**src/rtl/chxp_pkg.sv**
```systemverilog
package chxp_pkg;
  localparam int BYTE_W = 8;

  typedef enum logic [2:0] {
    S_IDLE,
    S_LDLO,   // load low, clock low
    S_LDCK,   // load low, clock high
    S_LDREL,  // load released, clock high
    S_SETUP,  // data presented, input sampled at end
    S_PULSE,  // serial clock high
    S_STRB    // latch pulse
  } seq_state_e;
endpackage

```
**src/rtl/chxp_tick.sv**
```systemverilog
module chxp_tick #(
  parameter int PRESC_W = 8
) (
  input  logic               clk,
  input  logic               rst,
  input  logic               run,
  input  logic [PRESC_W-1:0] div,
  output logic               tick
);
  logic [PRESC_W-1:0] cnt_q;

  assign tick = run && (cnt_q == div);

  always_ff @(posedge clk) begin
    if (rst || !run || tick) cnt_q <= '0;
    else                     cnt_q <= cnt_q + 1'b1;
  end

  // divider is floored at 1, so ticks never come back to back
  p_tick_spacing_r10: assert property (@(posedge clk) disable iff (rst)
    tick |=> !tick);
endmodule

```
**src/rtl/chxp_sync.sv**
```systemverilog
module chxp_sync #(
  parameter int STAGES = 2
) (
  input  logic clk,
  input  logic rst,
  input  logic d,
  output logic q
);
  logic [STAGES-1:0] pipe_q;

  always_ff @(posedge clk) begin
    if (rst) pipe_q <= '0;
    else     pipe_q <= {pipe_q[STAGES-2:0], d};
  end

  assign q = pipe_q[STAGES-1];
endmodule

```
**src/rtl/chxp_seq.sv**
```systemverilog
module chxp_seq
  import chxp_pkg::*;
#(
  parameter int MAX_BYTES = 4,
  localparam int CNT_W = $clog2(MAX_BYTES + 1),
  localparam int BUS_W = BYTE_W * MAX_BYTES,
  localparam int BIT_W = $clog2(BYTE_W)
) (
  input  logic             clk,
  input  logic             rst,
  input  logic             tick,
  input  logic             start_valid,
  input  logic [CNT_W-1:0] nbytes,
  input  logic [BUS_W-1:0] out_bytes,
  input  logic             din,
  output logic             start_ready,
  output logic             busy,
  output logic             done,
  output logic [BUS_W-1:0] in_bytes,
  output logic             sclk,
  output logic             load_n,
  output logic             dout,
  output logic             latch
);
  localparam logic [BIT_W-1:0] BIT_LAST = BIT_W'(BYTE_W - 1);

  seq_state_e        st_q, st_d;
  logic [CNT_W-1:0]  idx_q;
  logic [BIT_W-1:0]  bit_q;
  logic [BYTE_W-1:0] sh_q;
  logic [BYTE_W-1:0] in_q [MAX_BYTES];

  function automatic logic [BYTE_W-1:0] pick(input logic [BUS_W-1:0] bus,
                                             input logic [CNT_W-1:0] k);
    pick = '0;
    for (int j = 0; j < MAX_BYTES; j++)
      if (k == CNT_W'(j + 1)) pick = bus[j*BYTE_W +: BYTE_W];
  endfunction

  assign start_ready = (st_q == S_IDLE);
  assign busy        = (st_q != S_IDLE);

  always_comb begin
    st_d = st_q;
    case (st_q)
      S_IDLE:  if (start_valid) st_d = S_LDLO;
      S_LDLO:  if (tick) st_d = S_LDCK;
      S_LDCK:  if (tick) st_d = S_LDREL;
      S_LDREL: if (tick) st_d = S_SETUP;
      S_SETUP: if (tick) st_d = S_PULSE;
      S_PULSE: if (tick) st_d = (bit_q == BIT_LAST && idx_q == CNT_W'(1)) ? S_STRB : S_SETUP;
      S_STRB:  if (tick) st_d = S_IDLE;
      default: st_d = S_IDLE;
    endcase
  end

  always_ff @(posedge clk) begin
    if (rst) begin
      st_q   <= S_IDLE;
      idx_q  <= '0;
      bit_q  <= '0;
      sh_q   <= '0;
      dout   <= 1'b0;
      sclk   <= 1'b0;
      load_n <= 1'b1;
      latch  <= 1'b0;
      done   <= 1'b0;
      for (int j = 0; j < MAX_BYTES; j++) in_q[j] <= '0;
    end else begin
      st_q   <= st_d;
      sclk   <= (st_d == S_LDCK) || (st_d == S_LDREL) || (st_d == S_PULSE);
      load_n <= !((st_d == S_LDLO) || (st_d == S_LDCK));
      latch  <= (st_d == S_STRB);
      done   <= (st_q == S_STRB) && tick;
      case (st_q)
        S_IDLE: if (start_valid) begin
          idx_q <= nbytes;
          bit_q <= '0;
          sh_q  <= pick(out_bytes, nbytes);
        end
        S_LDREL: if (tick) dout <= sh_q[0];
        S_SETUP: if (tick) sh_q <= {din, sh_q[BYTE_W-1:1]};
        S_PULSE: if (tick) begin
          bit_q <= bit_q + 1'b1;
          if (bit_q == BIT_LAST) begin
            for (int j = 0; j < MAX_BYTES; j++)
              if (idx_q == CNT_W'(j + 1)) in_q[j] <= sh_q;
            if (idx_q != CNT_W'(1)) begin
              idx_q <= idx_q - CNT_W'(1);
              sh_q  <= pick(out_bytes, idx_q - CNT_W'(1));
              dout  <= pick(out_bytes, idx_q - CNT_W'(1))[0];
            end
          end else begin
            dout <= sh_q[0];
          end
        end
        S_STRB: if (tick) dout <= 1'b0;
        default: ;
      endcase
    end
  end

  for (genvar g = 0; g < MAX_BYTES; g++) begin : g_in
    assign in_bytes[g*BYTE_W +: BYTE_W] = in_q[g];
  end

  // output data holds while the serial clock is high
  p_sdo_steady_r5: assert property (@(posedge clk) disable iff (rst)
    sclk |-> $stable(dout));
  // latch never overlaps the serial clock or the load
  p_latch_alone_r8: assert property (@(posedge clk) disable iff (rst)
    latch |-> (load_n && !sclk));
  // load only begins from idle
  p_load_at_start_r3: assert property (@(posedge clk) disable iff (rst)
    $fell(load_n) |-> $past(st_q == S_IDLE));
  // done follows the latch pulse and closes the frame
  p_done_after_latch_r9: assert property (@(posedge clk) disable iff (rst)
    done |-> ($past(latch) && !latch && !busy));
  // done lasts one cycle
  p_done_single_r9: assert property (@(posedge clk) disable iff (rst)
    done |=> !done);
endmodule

```
**src/rtl/chain_io_expander.sv**
```systemverilog
module chain_io_expander
  import chxp_pkg::*;
#(
  parameter int MAX_BYTES = 4,
  parameter int PRESC_W   = 8,
  localparam int CNT_W = $clog2(MAX_BYTES + 1),
  localparam int BUS_W = BYTE_W * MAX_BYTES
) (
  input  logic               clk,
  input  logic               rst,
  input  logic [PRESC_W-1:0] tick_div,
  input  logic [CNT_W-1:0]   num_bytes,
  input  logic [BUS_W-1:0]   out_bytes,
  input  logic               start_valid,
  output logic               start_ready,
  output logic               busy,
  output logic               done,
  output logic [BUS_W-1:0]   in_bytes,
  output logic               sr_sclk,
  output logic               sr_load_n,
  output logic               sr_sdo,
  input  logic               sr_sdi,
  output logic               sr_latch
);
  logic               accept, tick, sdi_s;
  logic [PRESC_W-1:0] div_q;
  logic [CNT_W-1:0]   n_eff;

  assign accept = start_valid && start_ready;

  always_comb begin
    if (num_bytes == '0)                     n_eff = CNT_W'(1);
    else if (num_bytes > CNT_W'(MAX_BYTES))  n_eff = CNT_W'(MAX_BYTES);
    else                                     n_eff = num_bytes;
  end

  always_ff @(posedge clk) begin
    if (rst)         div_q <= PRESC_W'(1);
    else if (accept) div_q <= (tick_div == '0) ? PRESC_W'(1) : tick_div;
  end

  chxp_tick #(.PRESC_W(PRESC_W)) u_tick (
    .clk(clk), .rst(rst), .run(busy), .div(div_q), .tick(tick)
  );

  chxp_sync #(.STAGES(2)) u_sync (
    .clk(clk), .rst(rst), .d(sr_sdi), .q(sdi_s)
  );

  chxp_seq #(.MAX_BYTES(MAX_BYTES)) u_seq (
    .clk(clk), .rst(rst), .tick(tick),
    .start_valid(start_valid), .nbytes(n_eff), .out_bytes(out_bytes),
    .din(sdi_s), .start_ready(start_ready), .busy(busy), .done(done),
    .in_bytes(in_bytes), .sclk(sr_sclk), .load_n(sr_load_n),
    .dout(sr_sdo), .latch(sr_latch)
  );
endmodule

```
**config.mk**
```make
export PLATFORM = sky130hd
export DESIGN_NAME = chain_io_expander
export DESIGN_NICKNAME = d
export VERILOG_FILES = /design/src/rtl/chxp_pkg.sv /design/src/rtl/chxp_tick.sv /design/src/rtl/chxp_sync.sv /design/src/rtl/chxp_seq.sv /design/src/rtl/chain_io_expander.sv
export SDC_FILE = /design/constraint.sdc
export NUM_CORES = 1
export LEC_CHECK = 0
export BUFFER_PORTS_ARGS = -buffer_cell sky130_fd_sc_hd__clkbuf_2
export CAP_MARGIN = 15
export CORE_UTILIZATION = 35
export CTS_CLUSTER_DIAMETER = 50
export DETAILED_ROUTE_END_ITERATION = 7
export SKIP_LAST_GASP = 1
export SLEW_MARGIN = 10
export SYNTH_ARGS = -nofsm -noshare
export SYNTH_HDL_FRONTEND = slang
export SYNTH_HIERARCHICAL = 1
export SYNTH_SLANG_ARGS = --single-unit
```
**constraint.sdc**
```tcl
create_clock -name clk -period 3.2 [get_ports clk]
set_input_delay 0.32 -clock clk [delete_from_list [all_inputs] [get_ports clk]]
set_output_delay 0.32 -clock clk [all_outputs]
set_load 0.005 [all_outputs]
```
==> results.toml, run 1 <==
[finish]
fin_cells = 637
area_delta_synth_final_pct = 18.1
diodes = 0
drive_gt1_frac = 0.243
fin_nets = 549
nFillCells = 1119

[timing]
skew_ns = 0.00430
maxSlewHeadroom = 0.491
setup_violations = 0
tightest_slew_ns = 0.745
maxSlewViolCount = 0
setup_tns_ns = 0
fin_ws_ns = 0.474
hold_viol = 0
clock.fmax_mhz = 367
fin_crit_sh = 0.852
min_period_ns = 2.73
grt_setup_unrepaired = "false"

[placement]
pre_cts_ws_ns = 0.529
gp_congestion = 0.806
post-dp-hpwl_um = 7130
place_inst = 621
port_buffers = 85

[power]
swShare = 0.256
p_switching_mw = 0.562
power_mw = 2.20
pwr-share-comb = 0.132
pwr-share-seq = 0.472
powerDensity_nw_per_um2 = 458
power_leakage_nw = 1.88
peakVddDrop_uv = 281
p_clk_frac = 0.396
intPower_mw = 1.64

[drt]
ant_nets = 0
first_pass_iters = 5
drc = 0
wirelength_um = 9810
vias_per_cell = 5.35
drt-initial-drc-count = 253
wl_per_cell_um = 15.4
num_vias = 3406

[clock_network]
cts_hold_buf = 0
cts_root_buf = "clkbuf_16"
cts_max_level = 3
path_clk_slew_ns = 0.06
cts.sinks = 72
cts_max_path_buffers = 2
post_cts_buffers = 0
clk_latency_ns = 0.32
post_cts_resized = 0
cts_tree = "built"
cts_made_buffers = 9

[die]
num_rows = 38
die_area_um2 = 12000
io_pins = 86
start_util = 0.367
fp.dieW_um = 110
die_height_um = 110
fp.coreArea_um2 = 11100

[synthesis]
synthFlopType = "dfxtp_1"
synth.avg_cell_area_um2 = 9.73
syn-num-nets = 475
yosysWarnings = 6
yosysSeqAreaShare = 0.433
async_flop_share = 0
synth.distinct_cells = 57
syn-instance-count = 418
synth_area_um2 = 4070
synth_edf_count = 32
synth-seq-cells = 72

[worst_hold_path]
hp-class = "in -> reg"

[global_routing]
grt_max_degree = 40
antenna_found_initial = 0
grt.busiest_layer = "met2"
gr-usage-met3 = 0.0249
groute.usage.overall = 0.171
grt_overflow = 0
grt_pass1_vias = 3139
grt_util_met1 = 0.231
grt.met2_usage = 0.274
grt_pass1_wl_um = 15800

[worst_setup_path]
critPathArrivalTime_ns = 2.90
crit_path_top_delay_cell = "and3_1"
required_ns = 3.37
endpoint_kind = "flip-flop"
path_cells = "xor2_1, nor4_4, and3_1, mux2i_1, nor2_2, or2_1, a311oi_1"
crit_path_max_fanout = 16
critPathKind = "reg -> reg"
crit_path_max_incr_delay_ns = 0.60
worstSetupStartpointType = "flip-flop"
cp_num_buf_inv = 0
crit_family = "simple AND/OR/NAND/NOR gates"

[outcome]
status = "completed"

[job]
max_cap_viol_count = 0
-- cell usage after synthesis, types with 8 or more instances --
master     count  area, um2
nand3b_1      11       82.6
o21ai_0       16       80.1
ha_1          10        125
edfxtp_1      32        961
a21oi_1       34        170
buf_2         12       60.1
clkbuf_1       8       30.0
xor2_1        10       87.6
and2_1        34        213
a211oi_1       9       67.6
nor2_1        14       52.6
a221oi_1      18        158
nand3_1        8       40.0
mux2i_1       11        110
dfxtp_1       40        801
nor3_1        13       65.1
nand2_1       25       93.8
and3_1         9       56.3
inv_1         17       63.8
a311oi_1       8       70.1
a2111oi_0      8       70.1
-- worst register-to-register path, delay by kind of cell, from the launching register on --
family	cells	cell delay, ns
AO/OA/AOI/OAI	1	0.14
AND/OR/NAND/NOR	4	1.70
flip-flops	1	0.35
multiplexers	1	0.18
XOR/XNOR	1	0.20
-- sequential cells by signal (all words and copies together) (netlist names) --
signal / cells
u_seq/sclk: 1
u_seq/done: 1
div_q: 8
u_sync/pipe_q: 2
u_seq/st_q: 3
u_seq/load_n: 1
u_seq/sh_q: 8
u_seq/dout: 1
u_seq/latch: 1
u_tick/cnt_q: 8
u_seq/idx_q: 3
u_seq/bit_q: 3
u_seq/in_q: 32
-- power by group through the flow --
stage	combinational (mW)	sequential [mW]	clock [mW]
after global placement	0.284	1.06	0
after CTS	0.290	1.04	0.894
after floorplan	0.186	1.05	0
final	0.290	1.04	0.870
after global routing	0.324	1.04	0.930
after detailed placement	0.289	1.06	0
-- per-layer routing --
layer  vias to the layer above  part of all wire
met4                         0            0.0095
met2                        95              0.46
met5                         -                 0
met3                         6             0.049
met1                      1604              0.48
li1                       1701                 -
-- through the flow --
step	cell area (um2)	util	hold WS [ns]
floorplan	4070	-	0.392
global placement	4540	0.410	0.435
detailed placement	4540	0.410	0.429
CTS	4800	0.433	0.220
global route	4800	0.433	0.228
finish	4800	0.433	0.226
-- cell families after synthesis --
family / Yosys count / synth area share
multiplexers: 11 / 0.0271
XOR/XNOR: 14 / 0.0320
adder cells (fa/ha/maj): 10 / 0.0308
AO/OA/AOI/OAI: 110 / 0.187
AND/OR/NAND/NOR: 153 / 0.227
flip-flops: 72 / 0.433
buffers and inverters: 48 / 0.0637
-- area by class of cell --
| cell class | instances | area (um2) | share of cell area |
|---|---|---|---|
| Clock buffer | 9 | 225 | 0.0469 |
| Clock inverter | 7 | 38.8 | 0.00808 |
| Inverter | 17 | 63.8 | 0.0133 |
| Multi-Input combinational cell | 298 | 2040 | 0.426 |
| Sequential cell | 72 | 1760 | 0.367 |
| Tap cell | 140 | 175 | 0.0365 |
| Timing Repair Buffer | 94 | 493 | 0.103 |
-- final timing paths --
path / cells after the start / startpoint / slack, ns / to
worst min register to register: 1 / u_sync/pipe_q[0] / 0.44 / u_sync/pipe_q[1]
worst max register to register: 7 / u_tick/cnt_q[4] / 0.47 / u_seq/sh_q[7]
worst max-delay path: 7 / u_tick/cnt_q[4] / 0.47 / u_seq/sh_q[7]
worst min-delay path: 2 / sr_sdi / 0.23 / u_sync/pipe_q[0]
-- cells in the final DEF (no fill, tap or decap), types with 6 or more instances in the layout --
master | synthesis | layout
a2111oi_0 | 8 | 8
a211oi_1 | 9 | 9
a21oi_1 | 34 | 34
a221oi_1 | 18 | 18
a311oi_1 | 8 | 8
and2_1 | 34 | 34
and3_1 | 9 | 9
buf_4 | 3 | 9
clkbuf_16 | 0 | 9
clkbuf_2 | 0 | 85
dfxtp_1 | 40 | 40
edfxtp_1 | 32 | 32
ha_1 | 10 | 10
inv_1 | 17 | 17
mux2i_1 | 11 | 11
nand2_1 | 25 | 25
nand3_1 | 8 | 8
nand3b_1 | 11 | 11
nand4_1 | 6 | 6
nor2_1 | 14 | 14
nor3_1 | 13 | 13
o21ai_0 | 16 | 16
xor2_1 | 10 | 10
Power figures use the tool's default switching activity.
==> run 2: changes to the inputs <==
Settings changed: CORE_ASPECT_RATIO set to 0.6.
==> results.toml, run 2 (synthesized netlist as in run 1, its figures left out) <==
[placement]
post-dp-hpwl_um = 7390
pre_cts_ws_ns = 0.349
placed_cell_area_um2 = 4560
gp_congestion = 0.800
port_buffers = 85
place_inst = 641

[finish]
final_cell_area_um2 = 4850
final_common_cell = "clkbuf_2"
fin_nets = 549
largest_register_ffs = 32
top_register = "u_seq/in_q"
area_delta_synth_final_pct = 19.4
diodes = 0
final_core_util = 0.429
nFillCells = 1076
fin_cells = 657
drive_gt1_frac = 0.241
layout_common_cells = "85 x clkbuf_2, 40 x dfxtp_1, 34 x a21oi_1, 34 x and2_1, 32 x edfxtp_1"

[worst_hold_path]
hold_path_end = "u_sync/pipe_q[0]"
hp-start = "sr_sdi"
holdPathStages = 2
hp-class = "in -> reg"

[drt]
wl_per_cell_um = 15.1
first_pass_iters = 5
drt-initial-drc-count = 276
wl_met1_um = 5220
top_layer_used = "met4"
wl_met3_um = 449
ant_nets = 0
dr_wl_met2_um = 4180
wirelength_um = 9940
vias_per_cell = 5.16
num_vias = 3387
drc = 0

[clock_network]
cts_root_buf = "clkbuf_16"
clk_latency_ns = 0.32
path_clk_slew_ns = 0.05
post_cts_resized = 0
post_cts_buffers = 0
cts_made_buffers = 9
cts_max_level = 3
cts_tree = "built"
cts_hold_buf = 0
cts_max_path_buffers = 2
cts.sinks = 72

[worst_setup_path]
required_ns = 3.37
crit_path_max_incr_delay_ns = 0.60
path_cells = "xor2_2, nor4_4, and3_1, mux2i_1, nor2_2, or2_1, a311oi_1"
worstRegToRegCells = 7
worstSetupStartpointType = "flip-flop"
ff2ff_setup_slack_ns = 0.29
crit_path_max_fanout = 16
r2r-start = "u_tick/cnt_q[2]"
crit_path_top_delay_cell = "and3_1"
timing.rr.end = "u_seq/sh_q[6]"
endpoint_kind = "flip-flop"
critPathKind = "reg -> reg"
critPathArrivalTime_ns = 3.08

[power]
p_switching_mw = 0.550
peakVddDrop_uv = 219
pwr-share-comb = 0.126
p_clk_frac = 0.420
powerDensity_nw_per_um2 = 472
power_leakage_nw = 1.90
pwr-share-seq = 0.454
intPower_mw = 1.74
power_mw = 2.29
swShare = 0.240

[timing]
maxSlewHeadroom = 0.465
clock.fmax_mhz = 343
tightest_slew_ns = 0.803
hold_viol = 0
setup_violations = 0
setup_tns_ns = 0
skew_ns = 0.00531
fin_ws_ns = 0.286
fin_crit_sh = 0.911
min_period_ns = 2.91
whs_ns = 0.210
maxSlewViolCount = 0
grt_setup_unrepaired = "false"

[die]
die_area_um2 = 12100
io_pins = 86
start_util = 0.360
die_height_um = 85.5
fp.dieW_um = 141
fp.coreArea_um2 = 11300
num_rows = 30

[global_routing]
grt_pass1_wl_um = 16200
grt_max_degree = 40
groute.usage.overall = 0.172
antenna_found_initial = 0
grt_pass1_vias = 3141
grt_overflow = 0

[outcome]
status = "completed"

[job]
max_cap_viol_count = 0
[run 2: changes by cell type in the layout (fill, tap and decap cells not counted), sizes merged]
cell,before,now
clkinvlp,3,0
clkbuf,94,96
bufinv,0,1
[run 2: cell type report]
cell class / instances / area (um2) / share of cell area
timing repair buffer: 94 / 493 / 0.102
clock buffer: 11 / 243 / 0.0500
tap: 160 / 200 / 0.0413
multi-input combinational: 298 / 2040 / 0.421
clock inverter: 5 / 46.3 / 0.00954
inverter: 17 / 63.8 / 0.0132
sequential: 72 / 1760 / 0.363
[run 2: how the worst max path moves through the flow]
stage                     from          endpoint  slack [ns]
5_1_grt        u_tick/cnt_q[2]     u_seq/sh_q[4]        0.05
4_1_cts        u_tick/cnt_q[2]     u_seq/sh_q[4]        0.35
3_5_place_dp   u_tick/cnt_q[2]     u_seq/sh_q[4]        0.35
2_1_floorplan  u_tick/cnt_q[2]  u_seq/in_q[1][0]        0.86
3_3_place_gp   u_tick/cnt_q[2]     u_seq/sh_q[5]        0.52
6_report       u_tick/cnt_q[2]     u_seq/sh_q[6]        0.29
[run 2: critical path: cells and delay by family (launching register included)]
kind            cells  cell delay (ns)
flops               1             0.48
xor+xnor            1             0.13
compound gates      1             0.15
simple gates        4             1.82
mux                 1             0.18
[run 2: per-layer routing]
| layer | global-route usage | up-vias |
|---|---|---|
| met5 | 0 | - |
| met2 | 0.250 | 81 |
| li1 | - | 1708 |
| met3 | 0.0401 | 7 |
| met4 | 0.0455 | 0 |
| met1 | 0.254 | 1591 |
[run 2: power groups by stage]
stage | logic (mW) | clock network, mW | registers [mW]
2_1_floorplan | 0.186 | 0 | 1.05
3_3_place_gp | 0.284 | 0 | 1.06
3_5_place_dp | 0.287 | 0 | 1.06
4_1_cts | 0.288 | 0.988 | 1.04
5_1_grt | 0.322 | 1.02 | 1.04
6_report | 0.289 | 0.961 | 1.04
==> run 3: changes to the inputs <==
Settings changed: PLACE_DENSITY set to 0.65.
==> results.toml, run 3 (synthesized netlist as in run 1, its figures left out) <==
[finish]
nFillCells = 1112
top_register = "u_seq/in_q"
drive_gt1_frac = 0.247
area_delta_synth_final_pct = 19.5
fin_nets = 549
layout_common_cells = "85 x clkbuf_2, 40 x dfxtp_1, 34 x a21oi_1, 34 x and2_1, 32 x edfxtp_1"
largest_register_ffs = 32
final_common_cell = "clkbuf_2"
diodes = 0

[die]
num_rows = 30
fp.coreArea_um2 = 11300
fp.dieW_um = 141
start_util = 0.360
die_area_um2 = 12100
io_pins = 86
die_height_um = 85.5

[clock_network]
cts_hold_buf = 0
cts_tree = "built"
cts_root_buf = "clkbuf_16"
cts.sinks = 72
cts_made_buffers = 9
path_clk_slew_ns = 0.06
post_cts_buffers = 0
post_cts_resized = 0
cts_max_level = 3
cts_max_path_buffers = 2
clk_latency_ns = 0.33

[drt]
num_vias = 3442
wl_per_cell_um = 15.2
drt-initial-drc-count = 296
first_pass_iters = 4
vias_per_cell = 5.24
drc = 0
wirelength_um = 10000
ant_nets = 0

[power]
powerDensity_nw_per_um2 = 477
peakVddDrop_uv = 276
power_leakage_nw = 1.91

[worst_setup_path]
required_ns = 3.38
critPathKind = "reg -> reg"
endpoint_kind = "flip-flop"
crit_path_max_fanout = 10
critPathArrivalTime_ns = 2.86
worstSetupStartpointType = "flip-flop"

[timing]
whs_ns = 0.211
maxSlewViolCount = 0
maxSlewHeadroom = 0.477
tightest_slew_ns = 0.785
setup_tns_ns = 0
clock.fmax_mhz = 373
min_period_ns = 2.68
fin_crit_sh = 0.837
skew_ns = 0.00809
hold_viol = 0
grt_setup_unrepaired = "false"
setup_violations = 0

[global_routing]
grt_max_degree = 40
groute.usage.overall = 0.174
grt_pass1_vias = 3321
grt_overflow = 0
grt_pass1_wl_um = 16500
antenna_found_initial = 0

[job]
max_cap_viol_count = 0

[outcome]
status = "completed"

[placement]
port_buffers = 85
post-dp-hpwl_um = 7450
gp_congestion = 0.814

[worst_hold_path]
hp-class = "in -> reg"
## run 3: changes by cell type in the layout (fill, tap and decap cells not counted), sizes merged
cell	delta
clkbuf	-1
inv	+1
## run 3: critical path, stage by stage, from the launching register on
cell and delay, ns:
dfxtp_1 0.49, xor2_2 0.14, nor4_4 0.52, and3_1 0.45, mux2i_1 0.16, nor2_2 0.30
or2_1 0.32, a311oi_1 0.15
## run 3: stage by stage
step                cell area, um2  setup WS [ns]  instances  utilization  power (mW)
finish                        4860          0.520        657        0.430        2.32
detailed placement            4560          0.548        641        0.404        1.34
global placement              4560          0.682        641        0.404        1.34
floorplan                     4070          0.855        418            -        1.23
CTS                           4860          0.543        657        0.430        2.34
global route                  4860          0.277        657        0.430        2.41
## run 3: per-layer routing
| layer | part of all wire | up-vias | GRT usage |
|---|---|---|---|
| met3 | 0.060 | 10 | 0.0423 |
| li1 | - | 1697 | - |
| met2 | 0.43 | 116 | 0.269 |
| met5 | 0 | - | 0 |
| met4 | 0.011 | 0 | 0.0484 |
| met1 | 0.50 | 1619 | 0.243 |
## run 3: cell type report
cell class,instances,area [um2],area share
multi-input combinational,298,2040,0.421
sequential,72,1760,0.363
timing repair buffer,94,493,0.101
clock buffer,10,239,0.0492
tap,160,200,0.0412
inverter,17,63.8,0.0131
clock inverter,6,57.6,0.0118
## run 3: path summary, 6_finish.rpt
kind         cells after the start        startpoint  slack (ns)               end
max reg2reg                      7   u_tick/cnt_q[2]        0.52     u_seq/sh_q[1]
min                              2            sr_sdi        0.21  u_sync/pipe_q[0]
min reg2reg                      1  u_sync/pipe_q[0]        0.46  u_sync/pipe_q[1]
max                              7   u_tick/cnt_q[2]        0.52     u_seq/sh_q[1]
## run 3: power by group
group	switching, mW	leakage (nW)	internal [mW]
combinational	0.168	1.13	0.120
clock	0.372	0.150	0.620
sequential	0.0356	0.630	1.00
total	0.576	1.91	1.74
